**src/rtl/vbil_pkg.sv**
```systemverilog
package vbil_pkg;
    localparam int LANE_W = 8;
    localparam int NLANES = 16;
    localparam int VEC_W  = LANE_W * NLANES;

    typedef enum logic [2:0] {
        OP_AND  = 3'd0,
        OP_OR   = 3'd1,
        OP_NOR  = 3'd2,
        OP_XOR  = 3'd3,
        OP_MNZ  = 3'd4,
        OP_MZ   = 3'd5,
        OP_SEL  = 3'd6,
        OP_NONE = 3'd7
    } op_e;

    typedef enum logic {
        ST_IDLE = 1'b0,
        ST_EMIT = 1'b1
    } state_e;
endpackage

```
**src/rtl/vbil_lane.sv**
```systemverilog
module vbil_lane
    import vbil_pkg::*;
#(
    parameter int W = 8
) (
    input  logic [2:0]   op,
    input  logic [W-1:0] imm,
    input  logic [W-1:0] src,
    input  logic [W-1:0] old,
    output logic [W-1:0] res
);
    always_comb begin
        unique case (op_e'(op))
            OP_AND:  res = src & imm;
            OP_OR:   res = src | imm;
            OP_NOR:  res = ~(src | imm);
            OP_XOR:  res = src ^ imm;
            OP_MNZ:  res = (src & imm) | (old & ~imm);
            OP_MZ:   res = (src & ~imm) | (old & imm);
            OP_SEL:  res = (src & ~old) | (old & imm);
            default: res = src;
        endcase
    end
endmodule

```
**src/rtl/vbil_ctrl.sv**
```systemverilog
module vbil_ctrl
    import vbil_pkg::*;
(
    input  logic clk,
    input  logic rst,
    input  logic req_valid,
    output logic emit
);
    state_e state_q, state_d;

    always_comb begin
        unique case (state_q)
            ST_IDLE: state_d = req_valid ? ST_EMIT : ST_IDLE;
            ST_EMIT: state_d = req_valid ? ST_EMIT : ST_IDLE;
            default: state_d = ST_IDLE;
        endcase
    end

    always_ff @(posedge clk) begin
        if (rst) state_q <= ST_IDLE;
        else     state_q <= state_d;
    end

    always_comb emit = (state_q == ST_EMIT);

    a_r2_valid_follows: assert property (@(posedge clk) disable iff (rst)
        req_valid |=> emit);
    a_r2_valid_drops: assert property (@(posedge clk) disable iff (rst)
        !req_valid |=> !emit);
endmodule

```
**src/rtl/vbyte_imm_logic.sv**
```systemverilog
module vbyte_imm_logic
    import vbil_pkg::*;
#(
    parameter int LW = LANE_W,
    parameter int NL = NLANES
) (
    input  logic             clk,
    input  logic             rst,
    input  logic             req_valid,
    input  logic [2:0]       req_op,
    input  logic [LW-1:0]    req_imm,
    input  logic [LW*NL-1:0] req_src,
    input  logic [LW*NL-1:0] req_old,
    output logic             res_valid,
    output logic [LW*NL-1:0] res_data,
    output logic             res_err
);
    localparam int VW = LW * NL;

    logic [VW-1:0] comb_res;
    logic          emit;

    for (genvar k = 0; k < NL; k++) begin : g_lane
        vbil_lane #(.W(LW)) u_lane (
            .op  (req_op),
            .imm (req_imm),
            .src (req_src[k*LW +: LW]),
            .old (req_old[k*LW +: LW]),
            .res (comb_res[k*LW +: LW])
        );
    end

    vbil_ctrl u_ctrl (
        .clk       (clk),
        .rst       (rst),
        .req_valid (req_valid),
        .emit      (emit)
    );

    always_ff @(posedge clk) begin
        if (rst) begin
            res_data <= '0;
            res_err  <= 1'b0;
        end else if (req_valid) begin
            res_data <= comb_res;
            res_err  <= (req_op == OP_NONE);
        end
    end

    always_comb res_valid = emit;

    a_r11_hold: assert property (@(posedge clk) disable iff (rst)
        !req_valid |=> $stable(res_data) && $stable(res_err));
    a_r10_err: assert property (@(posedge clk) disable iff (rst)
        (req_valid && req_op == 3'd7) |=> (res_err && res_data == $past(req_src)));
    a_r10_noerr: assert property (@(posedge clk) disable iff (rst)
        (req_valid && req_op != 3'd7) |=> !res_err);
    a_r4_and: assert property (@(posedge clk) disable iff (rst)
        (req_valid && req_op == 3'd0) |=> ((res_data & ~$past(req_src)) == '0));
    a_r1_reset: assert property (@(posedge clk)
        rst |=> (!res_valid && !res_err && res_data == '0));
endmodule

```
**config.mk**
```make
export PLATFORM = sky130hd
export DESIGN_NAME = vbyte_imm_logic
export DESIGN_NICKNAME = d
export VERILOG_FILES = /design/src/rtl/vbil_pkg.sv /design/src/rtl/vbil_lane.sv /design/src/rtl/vbil_ctrl.sv /design/src/rtl/vbyte_imm_logic.sv
export SDC_FILE = /design/constraint.sdc
export NUM_CORES = 1
export LEC_CHECK = 0
export ABC_CLOCK_PERIOD_IN_PS = 2590
export BUFFER_PORTS_ARGS = -buffer_cell sky130_fd_sc_hd__buf_2
export CORE_ASPECT_RATIO = 1.1
export CORE_MARGIN = 5
export CORE_UTILIZATION = 34
export DETAILED_ROUTE_END_ITERATION = 7
export HOLD_SLACK_MARGIN = 0.12
export SYNTH_ARGS = -nofsm -noshare
export SYNTH_HDL_FRONTEND = slang
export SYNTH_HIERARCHICAL = 1
export SYNTH_SLANG_ARGS = --single-unit
```
**constraint.sdc**
```tcl
create_clock -name clk -period 2.59 [get_ports clk]
set_input_delay 0.259 -clock clk [delete_from_list [all_inputs] [get_ports clk]]
set_output_delay 0.259 -clock clk [all_outputs]
set_load 0.05 [all_outputs]
```
==> impl_results.md, run 1 <==
* Worst hold slack at 0.169 ns
* Post-Place Cells at 4118
* CP Cell Sequence: buf_8, buf_4, xor2_1, nand3_1, a21boi_1, o32a_1, mux2i_1, nor2_1
* Growth of design area from synthesis to finish at 15.7%
* Register area at 2600 um2
* Clock tree from TritonCTS: built
* Count of buffering cells on the critical path with inverters included at 2
* Router iterations before antenna repair at 5
* CP max FO at 69
* Global-route total usage across every layer at 19.3%
* Area of combinational cells with multiple inputs at 16600 um2
* Largest stage delay on the critical path at 0.43 ns
* Vias after detailed routing at 22278
* Cells after Synth at 2943
* Synthesized net count at 3469
* Dominant synthesized flop cell: dfxtp_1
* Weighted congestion reported at the end of routability-driven placement at 0.827
* Layout Cells excl Fill at 4156
* Final routed wire length divided by cell count at 17.1 um
* Status: finished clean
* Design Power at 9.00 mW
* Metal-1 WL at 32700 um
* Synthesis-stage register bit count at 130
* # IOs at 400
* Placement row count at 97
* Data arrival time at the worst-slack endpoint at 2.04 ns
* Buffers inserted during post-CTS setup optimization at 0
* Peak Freq at 595 MHz
* Nets at 3822
* Unrepaired setup endpoints after global routing: false
* End point of the worst hold path: u_ctrl/emit
* DRT Wirelength at 71100 um
* IR Drop Worst-Case VDD at 0.000513 V
* Clock skew after layout at 0 ns
* Max-slew violation total from the final report at 0
* Max-capacitance violation count at 0
* H-tree levels at 4
* Violation count after the first detailed-route iteration at 1584
* Share of synthesized registers carrying an async set or reset at 0%
* Register-to-Register Path Depth at 2
* Pin count of the biggest net entering global routing at 88
* Number of global-route vias before repair at 20053
* Starting utilization of the core area at 34.2%
* Die area at 69000 um2
* Required time of the worst setup path at 2.95 ns
* Leakage power figure at 12.3 nW
* Clock latency at the later pin of the worst-skew pair at 0.48 ns
* Hold-fix buffers, CTS at 0
* Count of synthesis-stage warnings from yosys at 6
* Reg-to-reg critical path endpoint: res_data[78]
* Post-synthesis instance area at 21700 um2
* Number of design rule violations left after detail routing at 0
* Wire length on met3 at 3620 um
* Number of sinks driven by the clock tree at 130
* Root buffer cell: clkbuf_16
* Wire length of the first global-routing pass at 109000 um
* DPL Wire Length at 51700 um
* Critical path's slowest cell: buf_8
* Fraction of layout cells with a size suffix above 1 at 18.4%
* Port buffer count at 399
* Clock buffers created by TritonCTS at 17
* Sort of element at the end of the critical path: flip-flop
* Synth unique cells at 48
* Crit Path Class: input port to flip-flop
* Most common library cell in the layout ignoring fill and taps: buf_2
* Area of the core region at 63500 um2
* Final Hold Vio Count at 0
* Placed Area at 24500 um2
* Die boundary height at 275 um
* HP Start: rst
* Clock-pin slew on the worst setup and hold paths at 0.06 ns
* Number of cells on the worst hold path at 2
* Transition time at the pin with the least slew margin at 0.656 ns
* Setup slack after layout at 0.908 ns
* Initial antenna violation count at 8
* Min Clock Period, post-route at 1.68 ns
* Fraction of the core area covered by cells at the end of the flow at 39.6%
* Critical register-to-register path startpoint: res_data[78]
* Routed length on met2 at 33100 um
* Fraction of the cycle the final worst path needs at 64.9%
* Sequential element share of the synthesized area at 12.0%
* P per Cell Area at 359 nW/um2
* Minimum setup slack among reg-to-reg paths at 1.88 ns
* Die Span X at 251 um
* Longest Clk Path Bufs at 2
* Design area at 25100 um2
* Kind of cell adding the most delay to the critical path: buffers and inverters
* Mean area per synthesized cell at 7.38 um2
* Highest metal layer with signal wires: met5
* Vias per std cell at 5.36
* Summed negative setup slack over all endpoints at 0 ns
* Worst slew slack as a fraction of its limit at 56.2%
* Number of gates given a new drive strength after cts at 0
* Post-DRT Antenna Nets at 0
* Global route overflow at 0
* Worst hold-check path type: input port to flip-flop
* Number of setup violations in the final report at 0
* Highest-count cells in the layout ignoring fill and taps: buf_2 (389), nor2_1 (294), mux2i_1 (266)
* Setup crit start kind: input port
* Post-synth EDFFs at 0
* Worst slack at placement at 0.396 ns
* Fillers at 6612
==> cell families (layout without fill, tap and decap cells) <==
kind of cell               Yosys count  after routing  share of synthesized area, %
AOI/OAI and AO/OA                  823            823                          24.6
xor gates and xnor gates            16             16                         0.715
adders and majority gates          256            256                          14.8
buffers and inverters              445            808                          11.6
DFF                                130            130                          12.0
muxes                              282            282                          13.1
other                                0              9                             0
and+or+nand+nor                    991            991                          23.2
==> layout make-up <==
class	count	share of cell area, %
clock buffers	23	1.86
repair buffers	523	13.3
diodes	9	0.0897
clock inverters	6	0.329
inverters	256	3.83
multi-input cells	2368	66.1
flip-flops and latches	130	10.4
well taps	841	4.19
==> power breakdown <==
group / internal (mW) / switching [mW]
Combinational: 1.59 / 2.59
Sequential: 2.16 / 0.102
Clock: 1.45 / 1.12
Total: 5.20 / 3.80
==> state kept, by name, summed over array words and instances (netlist names) <==
signal       count
u_ctrl/emit      1
res_data       128
res_err          1
==> layer usage <==
metal	global-route usage [%]	vias to the layer above
met5	0	-
met4	6.06	6
met3	3.29	84
met2	32.5	550
met1	25.3	10477
li1	-	11161
==> cells in the mapped netlist, types with 16 or more instances <==
master,n,area share [%]
a211o_1,36,1.5
clkbuf_1,28,0.48
nand3b_1,50,1.7
nor3b_1,92,3.2
o21ai_1,22,0.51
a31oi_1,50,1.4
ha_1,256,15
mux2i_1,266,12
a22oi_1,32,1.1
nand2_1,248,4.3
o22a_1,16,0.65
o221ai_1,30,1.2
buf_6,46,2.4
nor2_1,294,5.1
o32a_1,42,1.9
a22o_1,72,2.9
nand2b_1,31,0.89
nor2_2,16,0.46
nand3_1,110,2.5
buf_2,68,1.6
o21ai_0,258,5.9
a211oi_1,16,0.55
buf_4,22,0.76
nor2b_1,100,2.9
dfxtp_1,130,12
a21oi_1,197,4.5
inv_1,256,4.4
==> worst max path at each step <==
stage | startpoint | endpoint | slack (ns) | depth (start not counted)
after floorplan | req_src[87] | res_data[87] | 1.16 | 7
after global placement | req_op[1] | res_data[8] | 0.41 | 8
after detailed placement | req_op[1] | res_data[8] | 0.40 | 8
after CTS | req_op[1] | res_data[8] | 0.93 | 8
after global routing | req_op[1] | res_data[30] | 0.80 | 9
final | req_op[1] | res_data[99] | 0.91 | 8
Note: power is estimated with default switching activity, not from simulation.
==> inputs of run 2 (changes only) <==
ABC_AREA = 1   (was not set)
ABC_CLOCK_PERIOD_IN_PS = 1650   (was 2590)
clock period = 1.65 ns   (was 2.59 ns; I/O delays follow)
==> impl_results.md, run 2 <==
* Longest Clk Path Bufs at 2
* Peak Freq at 656 MHz
* Worst hold slack at 0.153 ns
* Area of the core region at 61200 um2
* Reg-to-reg critical path endpoint: res_data[24]
* Number of design rule violations left after detail routing at 0
* Clock skew after layout at 0 ns
* Wire length of the first global-routing pass at 133000 um
* Kind of cell adding the most delay to the critical path: buffers and inverters
* Die area at 66900 um2
* Worst slew slack as a fraction of its limit at 60.1%
* Clock-pin slew on the worst setup and hold paths at 0.07 ns
* Summed negative setup slack over all endpoints at 0 ns
* Max-slew violation total from the final report at 0
* Library cell with the highest instance count after synthesis: nand2_1
* Number of global-route vias before repair at 25400
* Clock tree from TritonCTS: built
* Area contributors post-synth: nand2_1 (29%), ha_1 (15%), dfxtp_1 (12%)
* Clock latency at the later pin of the worst-skew pair at 0.49 ns
* Mean area per synthesized cell at 5.49 um2
* Register area at 2600 um2
* Dominant synthesized flop cell: dfxtp_1
* Max-capacitance violation count at 0
* P per Cell Area at 517 nW/um2
* Buffers inserted during post-CTS setup optimization at 0
* Minimum setup slack among reg-to-reg paths at 0.92 ns
* Setup crit start kind: input port
* Cells after Synth at 3824
* Largest area contributor in the synthesized netlist: nand2_1
* Top post-synthesis cells by count: nand2_1 (1610), nand3_1 (491), inv_1 (424), ha_1 (256), a21oi_1 (227)
* Vias after detailed routing at 27151
* Violation count after the first detailed-route iteration at 1523
* Data arrival time at the worst-slack endpoint at 1.88 ns
* End point of the worst hold path: res_data[102]
* Global-route total usage across every layer at 24.2%
* Highest-count cells in the layout ignoring fill and taps: nand2_1 (1610), nand3_1 (491), inv_1 (424)
* Area of combinational cells with multiple inputs at 15800 um2
* Die boundary height at 271 um
* Crit Path Class: input port to flip-flop
* Fillers at 6519
* Count of buffering cells on the critical path with inverters included at 3
* Placement row count at 95
* Number of setup violations in the final report at 0
* Largest stage delay on the critical path at 0.57 ns
* HP Start: req_src[102]
* Worst hold-check path type: input port to flip-flop
* Starting utilization of the core area at 34.3%
* Fraction of the cycle the final worst path needs at 92.4%
* CP Cell Sequence: dlygate4sd3_1, buf_2, inv_1, ha_1, o21ai_0, o21ai_0, nor2_1, a21oi_1, nand2_1, a21oi_1
* Post-synth EDFFs at 0
* Weighted congestion reported at the end of routability-driven placement at 0.902
* Port buffer count at 399
* Nets at 5227
* Synth unique cells at 28
* DRT Wirelength at 83900 um
* Final routed wire length divided by cell count at 15.1 um
* Growth of design area from synthesis to finish at 37.3%
* Pin count of the biggest net entering global routing at 79
* Unrepaired setup endpoints after global routing: true
* Setup slack after layout at 0.126 ns
* # IOs at 400
* Fraction of layout cells with a size suffix above 1 at 22.5%
* Worst slack at placement at -0.178 ns
* Critical path's slowest cell: dlygate4sd3_1
* Initial antenna violation count at 24
* CP max FO at 4
* Transition time at the pin with the least slew margin at 0.598 ns
* Global-route track usage on met2 at 40.9%
* Critical register-to-register path startpoint: res_data[24]
* Router iterations before antenna repair at 6
* Most common library cell in the layout ignoring fill and taps: nand2_1
* Count of synthesis-stage warnings from yosys at 6
* Vias per std cell at 4.89
* Min Clock Period, post-route at 1.52 ns
* Root buffer cell: clkbuf_16
* Sort of element at the end of the critical path: flip-flop
* Global route overflow at 0
* Status: finished clean
* Busiest grt layer: met2
* Met1 global-route usage at 30.8%
* Met3 usage at 4.83%
* Share of synthesized registers carrying an async set or reset at 0%
* Required time of the worst setup path at 2.00 ns
* Synthesis-stage register bit count at 130
* Post-synthesis instance area at 21000 um2
* Top cell type's share of synthesized area at 28.8%
* Number of sinks driven by the clock tree at 130
* Register with the most flip-flops: res_data
* Post-DRT Antenna Nets at 0
* Number of cells on the worst hold path at 5
* Synthesized net count at 4350
* H-tree levels at 4
* Leakage power figure at 16.0 nW
* Number of flip-flops under the largest register name at 128
* Die Span X at 247 um
* Sequential element share of the synthesized area at 12.4%
* Register-to-Register Path Depth at 2
* Final Hold Vio Count at 0
* DPL Wire Length at 64700 um
* Clock buffers created by TritonCTS at 17
* IR Drop Worst-Case VDD at 0.000793 V
-- run 2: cell type report --
type,count,area share (%)
well taps,824,3.57
multi-input cells,3118,54.6
clock inverters,9,0.612
flip-flops and latches,130,9.02
inverters,487,6.35
clock buffers,23,1.66
repair buffers,947,24.1
diodes,13,0.113
-- run 2: where the power goes --
| group | internal, mW | switching [mW] |
|---|---|---|
| Clock | 2.80 | 1.81 |
| Combinational | 2.55 | 4.24 |
| Sequential | 3.37 | 0.147 |
-- run 2: per-stage QoR --
stage	util (%)	instance area, um2	power (mW)	instances
after global routing	47.1	28800	15.9	5544
after floorplan	-	21000	7.33	3824
after CTS	47.0	28800	15.0	5538
after global placement	44.1	27000	10.1	5395
after detailed placement	44.1	27000	10.1	5395
final	47.1	28800	14.9	5551
-- run 2: cells by family after synthesis --
| logic type | count (synthesis) | synth area share [%] |
|---|---|---|
| AND/OR/NAND/NOR | 2568 | 51.7 |
| flip-flops | 130 | 12.4 |
| adder cells (fa/ha/maj) | 256 | 15.2 |
| AO/OA/AOI/OAI | 294 | 7.90 |
| buffers and inverters | 576 | 12.7 |
-- run 2: routing by layer --
| metal | part of all wire [%] | vias to the layer above |
|---|---|---|
| met5 | 0.19 | - |
| met4 | 2.8 | 22 |
| met3 | 6.8 | 149 |
| met2 | 47 | 820 |
| met1 | 44 | 12199 |
| li1 | - | 13961 |
-- run 2: tightest hold or removal path: stages --
cell and delay (ns):
buf_2 0.14, nand2_1 0.07, nand3_1 0.09, nand2_1 0.09
a21oi_2 0.05
-- run 2: what timing repair did --
item | in CTS | in global routing
hold endpoints to repair | 111 | 0
setup endpoints to repair | 0 | 5
resized for setup | 0 | 8
hold buffers | 111 | 0
-- run 2: worst max-delay path by stage --
stage,slack [ns],endpoint,cells after the start,startpoint
finish,0.13,res_data[87],10,req_src[87]
global placement,-0.18,res_data[42],10,req_imm[2]
detailed placement,-0.18,res_data[42],10,req_imm[2]
CTS,0.16,res_data[112],12,req_src[112]
global route,0.001,res_data[72],12,req_src[72]
floorplan,0.47,res_data[7],10,req_op[1]
